==> config.mk <==
export PLATFORM = sky130hd
export DESIGN_NAME = mdio_cmd_ctrl
export DESIGN_NICKNAME = d
export VERILOG_FILES = /design/src/rtl/mdio_pkg.sv /design/src/rtl/mdio_clkdiv.sv /design/src/rtl/mdio_frame.sv /design/src/rtl/mdio_cmd_ctrl.sv
export SDC_FILE = /design/constraint.sdc
export NUM_CORES = 1
export LEC_CHECK = 0
export BUFFER_PORTS_ARGS = -buffer_cell sky130_fd_sc_hd__buf_4
export CORE_MARGIN = 2
export CORE_UTILIZATION = 40
export DETAILED_ROUTE_END_ITERATION = 16
export PLACE_DENSITY = 0.65
export SLEW_MARGIN = 10
export SYNTH_ARGS = -nofsm -noshare
export SYNTH_HDL_FRONTEND = slang
export SYNTH_SLANG_ARGS = --single-unit
==> constraint.sdc <==
create_clock -name clk -period 4.8 [get_ports clk]
set_clock_uncertainty 0.15 [all_clocks]
set_input_delay 0.96 -clock clk [delete_from_list [all_inputs] [get_ports clk]]
set_output_delay 0.96 -clock clk [all_outputs]
set_load 0.02 [all_outputs]
==> src/rtl/mdio_pkg.sv <==
package mdio_pkg;
  localparam int REG_STATUS   = 'h0;
  localparam int REG_CMD      = 'h8;
  localparam int REG_DATA     = 'hC;
  localparam int STAT_BUSY    = 3;
  localparam int CMD_VALID    = 31;
  localparam int CMD_OP_WR    = 1;
  localparam int CMD_OP_RD    = 2;
  localparam int FRAME_LEN    = 64;
  localparam int RD_DRIVE_LEN = 46;
  localparam int TA2_IDX      = 47;
  localparam int DATA_IDX     = 48;
  localparam logic [1:0] ERR_NONE = 2'b00;
  localparam logic [1:0] ERR_TA   = 2'b10;

  typedef struct packed {
    logic        rd;
    logic [4:0]  phy;
    logic [4:0]  regad;
    logic [15:0] wdata;
  } mdio_cmd_t;

  function automatic logic [FRAME_LEN-1:0] make_frame(mdio_cmd_t c);
    return {32'hFFFF_FFFF, 2'b01, (c.rd ? 2'b10 : 2'b01), c.phy, c.regad,
            (c.rd ? 2'b11 : 2'b10), (c.rd ? 16'hFFFF : c.wdata)};
  endfunction
endpackage

==> src/rtl/mdio_clkdiv.sv <==
module mdio_clkdiv #(
  parameter int DIV_HALF = 2
) (
  input  logic clk,
  input  logic rst,
  input  logic run,
  output logic mdc,
  output logic rise_tick,
  output logic fall_tick
);
  localparam int CW = (DIV_HALF > 1) ? $clog2(DIV_HALF) : 1;
  localparam logic [CW-1:0] LAST = CW'(DIV_HALF - 1);

  logic [CW-1:0] cnt;
  logic          wrap;

  assign wrap      = run && (cnt == LAST);
  assign rise_tick = wrap && !mdc;
  assign fall_tick = wrap && mdc;

  always_ff @(posedge clk) begin
    if (rst || !run) begin
      cnt <= '0;
      mdc <= 1'b0;
    end else if (cnt == LAST) begin
      cnt <= '0;
      mdc <= ~mdc;
    end else begin
      cnt <= cnt + 1'b1;
    end
  end
endmodule

==> src/rtl/mdio_frame.sv <==
module mdio_frame
  import mdio_pkg::*;
(
  input  logic        clk,
  input  logic        rst,
  input  logic        start,
  input  mdio_cmd_t   cmd,
  input  logic        rise_tick,
  input  logic        fall_tick,
  input  logic        mdio_i,
  output logic        busy,
  output logic        mdio_o,
  output logic        mdio_oe,
  output logic        rd_done,
  output logic [15:0] rd_data,
  output logic        ta_err
);
  localparam int BW = $clog2(FRAME_LEN);

  logic [FRAME_LEN-1:0] shreg;
  logic [BW-1:0]        bitcnt;
  logic                 is_rd;

  assign mdio_o = shreg[FRAME_LEN-1];

  always_ff @(posedge clk) begin
    if (rst) begin
      busy    <= 1'b0;
      shreg   <= '0;
      bitcnt  <= '0;
      is_rd   <= 1'b0;
      mdio_oe <= 1'b0;
      rd_done <= 1'b0;
      rd_data <= '0;
      ta_err  <= 1'b0;
    end else begin
      rd_done <= 1'b0;
      if (start) begin
        busy    <= 1'b1;
        shreg   <= make_frame(cmd);
        bitcnt  <= '0;
        is_rd   <= cmd.rd;
        mdio_oe <= 1'b1;
        ta_err  <= 1'b0;
      end else if (busy) begin
        if (rise_tick && is_rd) begin
          if (int'(bitcnt) == TA2_IDX) ta_err <= mdio_i;
          if (int'(bitcnt) >= DATA_IDX) rd_data <= {rd_data[14:0], mdio_i};
        end
        if (fall_tick) begin
          if (int'(bitcnt) == FRAME_LEN - 1) begin
            busy    <= 1'b0;
            mdio_oe <= 1'b0;
            bitcnt  <= '0;
            rd_done <= is_rd;
          end else begin
            bitcnt  <= bitcnt + 1'b1;
            shreg   <= {shreg[FRAME_LEN-2:0], 1'b1};
            mdio_oe <= !(is_rd && (int'(bitcnt) + 1 >= RD_DRIVE_LEN));
          end
        end
      end
    end
  end
endmodule

==> src/rtl/mdio_cmd_ctrl.sv <==
module mdio_cmd_ctrl
  import mdio_pkg::*;
#(
  parameter int DIV_HALF = 2,
  parameter int ADDR_W   = 4
) (
  input  logic              clk,
  input  logic              rst,
  input  logic [ADDR_W-1:0] bus_addr,
  input  logic              bus_wr,
  input  logic              bus_rd,
  input  logic [31:0]       bus_wdata,
  output logic [31:0]       bus_rdata,
  output logic              mdc,
  output logic              mdio_o,
  output logic              mdio_oe,
  input  logic              mdio_i
);
  localparam logic [ADDR_W-1:0] A_STATUS = ADDR_W'(REG_STATUS);
  localparam logic [ADDR_W-1:0] A_CMD    = ADDR_W'(REG_CMD);
  localparam logic [ADDR_W-1:0] A_DATA   = ADDR_W'(REG_DATA);

  logic        busy_w, rise_w, fall_w, accept;
  logic        rd_done_w, ta_err_w;
  logic [15:0] rd_data_w;
  logic [17:0] data_q;
  mdio_cmd_t   cmd_w;
  logic        unused_bits;

  assign unused_bits = ^{bus_wdata[30], bus_wdata[3], bus_wdata[0]};

  assign cmd_w.rd    = bus_wdata[CMD_OP_RD];
  assign cmd_w.phy   = bus_wdata[29:25];
  assign cmd_w.regad = bus_wdata[24:20];
  assign cmd_w.wdata = bus_wdata[19:4];

  assign accept = bus_wr && (bus_addr == A_CMD) && bus_wdata[CMD_VALID] &&
                  (bus_wdata[CMD_OP_WR] ^ bus_wdata[CMD_OP_RD]) && !busy_w;

  mdio_clkdiv #(.DIV_HALF(DIV_HALF)) u_div (
    .clk(clk), .rst(rst), .run(busy_w),
    .mdc(mdc), .rise_tick(rise_w), .fall_tick(fall_w)
  );

  mdio_frame u_frame (
    .clk(clk), .rst(rst), .start(accept), .cmd(cmd_w),
    .rise_tick(rise_w), .fall_tick(fall_w), .mdio_i(mdio_i),
    .busy(busy_w), .mdio_o(mdio_o), .mdio_oe(mdio_oe),
    .rd_done(rd_done_w), .rd_data(rd_data_w), .ta_err(ta_err_w)
  );

  always_ff @(posedge clk) begin
    if (rst) begin
      data_q <= '0;
    end else if (rd_done_w) begin
      data_q <= {(ta_err_w ? ERR_TA : ERR_NONE), rd_data_w};
    end
  end

  always_ff @(posedge clk) begin
    if (rst) begin
      bus_rdata <= '0;
    end else if (bus_rd) begin
      case (bus_addr)
        A_STATUS: bus_rdata <= 32'(busy_w) << STAT_BUSY;
        A_DATA:   bus_rdata <= {14'b0, data_q};
        default:  bus_rdata <= '0;
      endcase
    end
  end
endmodule

## Yosys cells after proc, flatten, opt, wreduce, memory -nomap -nowiden

Cells that the tools add are included.

| word-level totals | value |
|---|---|
| bits in registers | 143 |
| latch bits | 0 |
| memory bits (writable) | 0 |
| ROM bits | 0 |
| output and inout bits | 35 |
| logic and storage cells | 72 |
| memories | 0 |

| cells by class | value |
|---|---|
| add/subtract/negate cells | 3 |
| multipliers | 0 |
| divide/modulo/power cells | 0 |
| $lt $le $gt $ge | 2 |
| equal/unequal tests | 5 |
| shifts and indexed selects | 0 |
| muxes and demuxes | 18 |
| bitwise gates (word level) | 6 |
| reductions and logical operators | 25 |

Operator list:

| kind | count |
|---|---|
| 2-to-1 mux 64 bit | 4 |
| case mux 18 bit (2 select lines) | 1 |
| greater-or-equal comparator 32 x 7 -> 1 bit, second input constant | 1 |
| 2-to-1 mux 16 bit | 1 |
| logical AND 1 bit | 9 |
| 2-to-1 mux 1 bit | 9 |
| AND reduction 3 bit | 3 |
| equality test 4 bit, second input constant | 2 |
| adder 6 x 1 -> 7 bit, second input constant | 1 |
| adder 6 x 1 -> 6 bit, second input constant | 1 |
| equality test 6 x 1 -> 1 bit, second input constant | 1 |
| equality test 6 bit, second input constant | 1 |
| greater-or-equal comparator 6 bit, second input constant | 1 |
| 2-to-1 mux 6 bit | 1 |
| NOT 1 bit | 5 |
| OR reduction 5 bit | 1 |
| logical NOT 4 bit | 1 |
| 2-to-1 mux 2 bit | 2 |
| AND reduction 2 bit | 2 |
| AND reduction 4 bit | 1 |
| nonzero test 2 bit | 2 |
| OR reduction 2 bit | 2 |
| logical NOT 1 bit | 3 |
| != test 2 bit, second input constant | 1 |
| other kinds (3) | 3 |

## Logic depth before layout (Yosys ltp)

| depth | value |
|---|---|
| word-level depth | 8 |
| gate-level depth with buffers | 8 |
| mapped depth without buffers | 6 |

## Cells and area by module

Synthesis repeated with hierarchy kept, for this count alone.

| unflattened totals | value |
|---|---|
| cells, all modules | 606 |
| area, all modules | 5500.3 µm² |

By module, submodules not included:

| module | instances | cells each | area an instance (µm²) | sequential area each (µm²) |
|---|---|---|---|---|
| mdio_frame | 1 | 440 | 3871.2 | 1821.7 |
| mdio_cmd_ctrl | 1 | 157 | 1551.5 | 680.7 |
| mdio_clkdiv | 1 | 9 | 77.6 | 40.0 |

## Worst setup path before layout

No wires, ideal clock.

| timing | value |
|---|---|
| kind | input port to flip-flop |
| start | input port bus_wdata[2] |
| end | register u_frame.shreg[22] |
| data arrival time | 1931 ps |
| required time | 4518 ps |
| slack | 2587 ps |
| stages | 7 |
| path buffers | 3 |
| path through | buf_4 -> xor2_1 -> and4_1 -> buf_4 -> buf_2 -> a22oi_1 -> a21oi_1 |

| on the way | value |
|---|---|
| cells in the longest elaborated chain, start to end | 5 |

Ends and longest elaborated chain:

| element | line | text |
|---|---|---|
| start, declared | mdio_cmd_ctrl.sv:12 | `input logic [31:0] bus_wdata,` |
| bitwise XOR 1 bit (*) | mdio_cmd_ctrl.sv:38 | `(bus_wdata[CMD_OP_WR] ^ bus_wdata[CMD_OP_RD]) && !busy_w;` |
| logical AND 1 bit (*) | mdio_cmd_ctrl.sv:37 | `assign accept = bus_wr && (bus_addr == A_CMD) && bus_wdata[CMD_VALID] &&` |
| logical AND 1 bit (*) | mdio_cmd_ctrl.sv:38 |  |
| != test 2 bit (no source line) / nonzero test 2 bit (equally long branches) | - |  |
| AND reduction 3 bit (no source line) | - |  |
| end signal, assigned | mdio_frame.sv:40 | `shreg <= make_frame(cmd);` |
| end signal, assigned | mdio_frame.sv:58 | `shreg <= {shreg[FRAME_LEN-2:0], 1'b1};` |
| end, declared | mdio_frame.sv:20 | `logic [FRAME_LEN-1:0] shreg;` |

Mark *: on every way between the ends. The rest lies on a longest branch, timed or not.
A chain may end at the register's enable or synchronous reset.

## Worst setup path in the final report

| timing | value |
|---|---|
| start | input port bus_wdata[2] |
| end | register u_frame.rd_done |

| on the way | value |
|---|---|
| cells in the longest elaborated chain, start to end | 4 |

Ends and longest elaborated chain:

| element | line | text |
|---|---|---|
| bitwise XOR 1 bit | mdio_cmd_ctrl.sv:38 |  |
| logical AND 1 bit | mdio_cmd_ctrl.sv:37 |  |
| logical AND 1 bit | mdio_cmd_ctrl.sv:38 |  |
| OR reduction 5 bit (no source line) | - |  |
| end signal, assigned | mdio_frame.sv:55 | `rd_done <= is_rd;` |
| end, declared | mdio_frame.sv:14 | `output logic rd_done,` |

Every way passes these cells.

==> flow_summary.ini <==
[die]
die_area_sq_mm = 0.0139
io_pins = 76
die-height_um = 118
core_area_sq_mm = 0.0126
placement_rows = 41
die_width_um = 118
initial_cell_density_of_the_core_pct = 41.0

[final_layout]
layout.nets = 662
register_area_sq_mm = 0.00254
syn_to_final_growth_pct = 18.3
antenna_cells_inserted = 0
multi_input_area_sq_mm = 0.00225
nFillCells = 1201
post_route_cells_drive_above_1_share_pct = 15.5

[outcome]
outcome = complete, no violations

[clock_network]
cts.sink_count = 127
clock-root-buffer = sky130_fd_sc_hd__clkbuf_16
clock_latency_ps = 410
htreeDepth = 4
tritoncts_clock_tree = built
cts-buffers-inserted = 17
worst_setup_hold_path_clk_slew_ps = 60
cts-hold-fix-buffers = 0
cts_max_path_buffers = 2
setup_fix_bufs_post_cts = 0
cts_resized = 0

[drt]
first_iter_violations = 235
route.final.wire_length_um = 10400
drt.antenna.violating_nets = 0
detailroute.via_count = 4089
drt_pass1_iterations = 4
post-route-drc-count = 0
detail_route.wl_per_cell_um = 12.9
vias_per_cell = 5.09

[sta]
max_freq_mhz = 399
report.final.hold_viol_count = 0
min_period_ps = 2510
fin_setup_tns_ps = 0
setup_violations = 0
report.final.slew_viol_count = 0
final_critical_path_share_of_the_clock_period_pct = 52.2
rsz0062_at_grt = false
max_slew.worst_pin.slew_ps = 1050
maxSlewHeadroom_pct = 29.8

[pwr]
comb_power_share_pct = 2.7
seq_power_share_pct = 43.2
power.ir.vdd_worst_uv = 182
cellPowerDensity_mw_per_mm2 = 402
switching_part_of_the_total_power_pct = 21.7
internal_power_mw = 1.92
p_clk_share_pct = 54.1
final_total_power_mw = 2.46
cellLeakagePower_nw = 2.12
p_sw_mw = 0.534

[place]
io_buffer_count = 57
place.detailed.hpwl_um = 6030
routabilityCongestion = 0.770

[global_route]
grt_start_max_net_pins = 69
global_route.overflow_total = 0
grt_pass1_wl_um = 17600
number_of_antenna_violations_at_the_first_check_in_global_routing = 0
grt_util_all_layers_pct = 15.3
vias_in_the_first_global_route = 3758

[synth]
post_synth_fa_ha_maj_area_fraction_pct = 0.484
synth.yosys.seq_area_share_pct = 49.1
synth.area.top_cells = sky130_fd_sc_hd__dfxtp_1, sky130_fd_sc_hd__mux2i_1, sky130_fd_sc_hd__nand2_1
yosys.cell_count.top_type = sky130_fd_sc_hd__dfxtp_1
dominant_combinational_cell_family_by_area_after_synthesis = simple AND/OR/NAND/NOR gates
synth.ff_latch_count = 127
post_synth_xor_area_fraction_pct = 0.846
netlist_area_sq_mm = 0.00517
synthesis.yosys.warnings = 0
post_synth_inst_count = 588
synthSimpleGateAreaFrac_pct = 19.2
synth.largest_area_cell = sky130_fd_sc_hd__dfxtp_1
asyncSetResetFlopFracSynth_pct = 0
synth_enable_flop_cells = 0
muxShareOfSynthArea_pct = 6.96
syn-mean-instance-area_sq_um = 8.80
synth_top_cell_area_share_pct = 49.1
synth-compound-area-share_pct = 14.8
post_synth_most_frequent_cells = sky130_fd_sc_hd__dfxtp_1, sky130_fd_sc_hd__nand2_1, sky130_fd_sc_hd__nor2_1, sky130_fd_sc_hd__a31oi_1, sky130_fd_sc_hd__a21oi_1
synth.distinct_cells = 36
yosys_most_used_dff = sky130_fd_sc_hd__dfxtp_1

[critical_path]
timing.critical_path.from_type = primary input
timing_worst_setup_path_type = primary input to flop
rr_startpoint = u_frame.busy$_SDFF_PP0_
critical_path_end_type = flop
critical_path.startpoint = bus_wdata[2]
critical_path.max_fanout = 67
crit_required_ps = 4950
crit_arrival_ps = 2660

[run]
timing.max_cap.violations = 0

[worst_hold_path]
hold_class = flop to flop
hold_path_startpoint = u_frame.shreg[33]$_SDFFE_PP0P_
## cell usage in the layout (no fill, tap or decap), drive strengths merged, types with 2 or more instances in the layout
| cell type | count |
|---|---|
| nand2 | 94 |
| nor4 | 2 |
| a31oi | 52 |
| bufinv | 3 |
| clkinvlp | 4 |
| ha | 2 |
| buf | 62 |
| a22oi | 12 |
| and4 | 4 |
| xnor2 | 3 |
| nand2b | 5 |
| nor2b | 16 |
| a21oi | 38 |
| dfxtp | 127 |
| xor2 | 2 |
| o21ai | 21 |
| nor2 | 61 |
| and3 | 2 |
| clkbuf | 18 |
| nand4 | 2 |
| conb | 15 |
| clkinv | 4 |
| mux2i | 36 |
| inv | 5 |
| nand3 | 32 |
## per-stage QoR
stage	hold WS [ps]	area [sq um]	setup WS [ps]	std cells	utilization, %
after floorplan	282	5230	2590	602	-
after global placement	291	5470	1900	771	43.3
after detailed placement	309	5470	1840	771	43.3
after CTS	317	6090	1900	803	48.3
after global routing	335	6120	2030	804	48.5
final	314	6120	2290	804	48.5
## cell type report
class,count,share of cell area [%]
clock inverters,14,3.01
clock buffers,18,7.18
multi-input cells,409,36.7
inverters,2,0.123
well taps,172,3.52
repair buffers,62,7.93
flip-flops and latches,127,41.5
## critical path: stages
cell	delay [ps]
sky130_fd_sc_hd__buf_4	180
sky130_fd_sc_hd__xor2_1	180
sky130_fd_sc_hd__nand4_1	90
sky130_fd_sc_hd__buf_4	550
sky130_fd_sc_hd__nand2b_1	400
sky130_fd_sc_hd__nor4_1	280
## power groups by stage
stage	clock, mW	sequential [mW]	combinational (mW)
global placement	0	1.08	0.0663
CTS	1.35	1.06	0.0675
finish	1.33	1.06	0.0669
global route	1.40	1.06	0.0732
detailed placement	0	1.08	0.0674
floorplan	0	1.08	0.0467
## cell families after synthesis
| family | after synthesis |
|---|---|
| AND/OR/NAND/NOR | 224 |
| AO/OA/AOI/OAI | 127 |
| flip-flops | 127 |
| other | 1 |
| XOR/XNOR | 5 |
| buffers and inverters | 66 |
| multiplexers | 36 |
| adder cells (fa/ha/maj) | 2 |
## flip-flops by register name (all words and copies together) (netlist names), 6 cells and up
| name | cells |
|---|---|
| u_frame.shreg | 64 |
| bus_rdata | 17 |
| data_q | 17 |
| u_frame.rd_data | 16 |
| u_frame.bitcnt | 6 |
## path summary, 6_finish.rpt
check        slack, ps  depth (start not counted)                        endpoint
max               2290                          6      u_frame.rd_done$_SDFF_PP0_
min                310                          2  u_frame.shreg[34]$_SDFFE_PP0P_
max reg2reg       2320                          5  u_frame.shreg[59]$_SDFFE_PP0P_
min reg2reg        310                          2  u_frame.shreg[34]$_SDFFE_PP0P_
## layer usage
layer / track usage, % / up-vias / part of all wire (%)
li1: - / 2065 / -
met1: 20.3 / 1923 / 48
met2: 24.0 / 91 / 47
met3: 3.83 / 10 / 3.6
met4: 5.95 / 0 / 0.99
met5: 0 / - / 0
No activity file was read; power rests on OpenSTA's default activity.
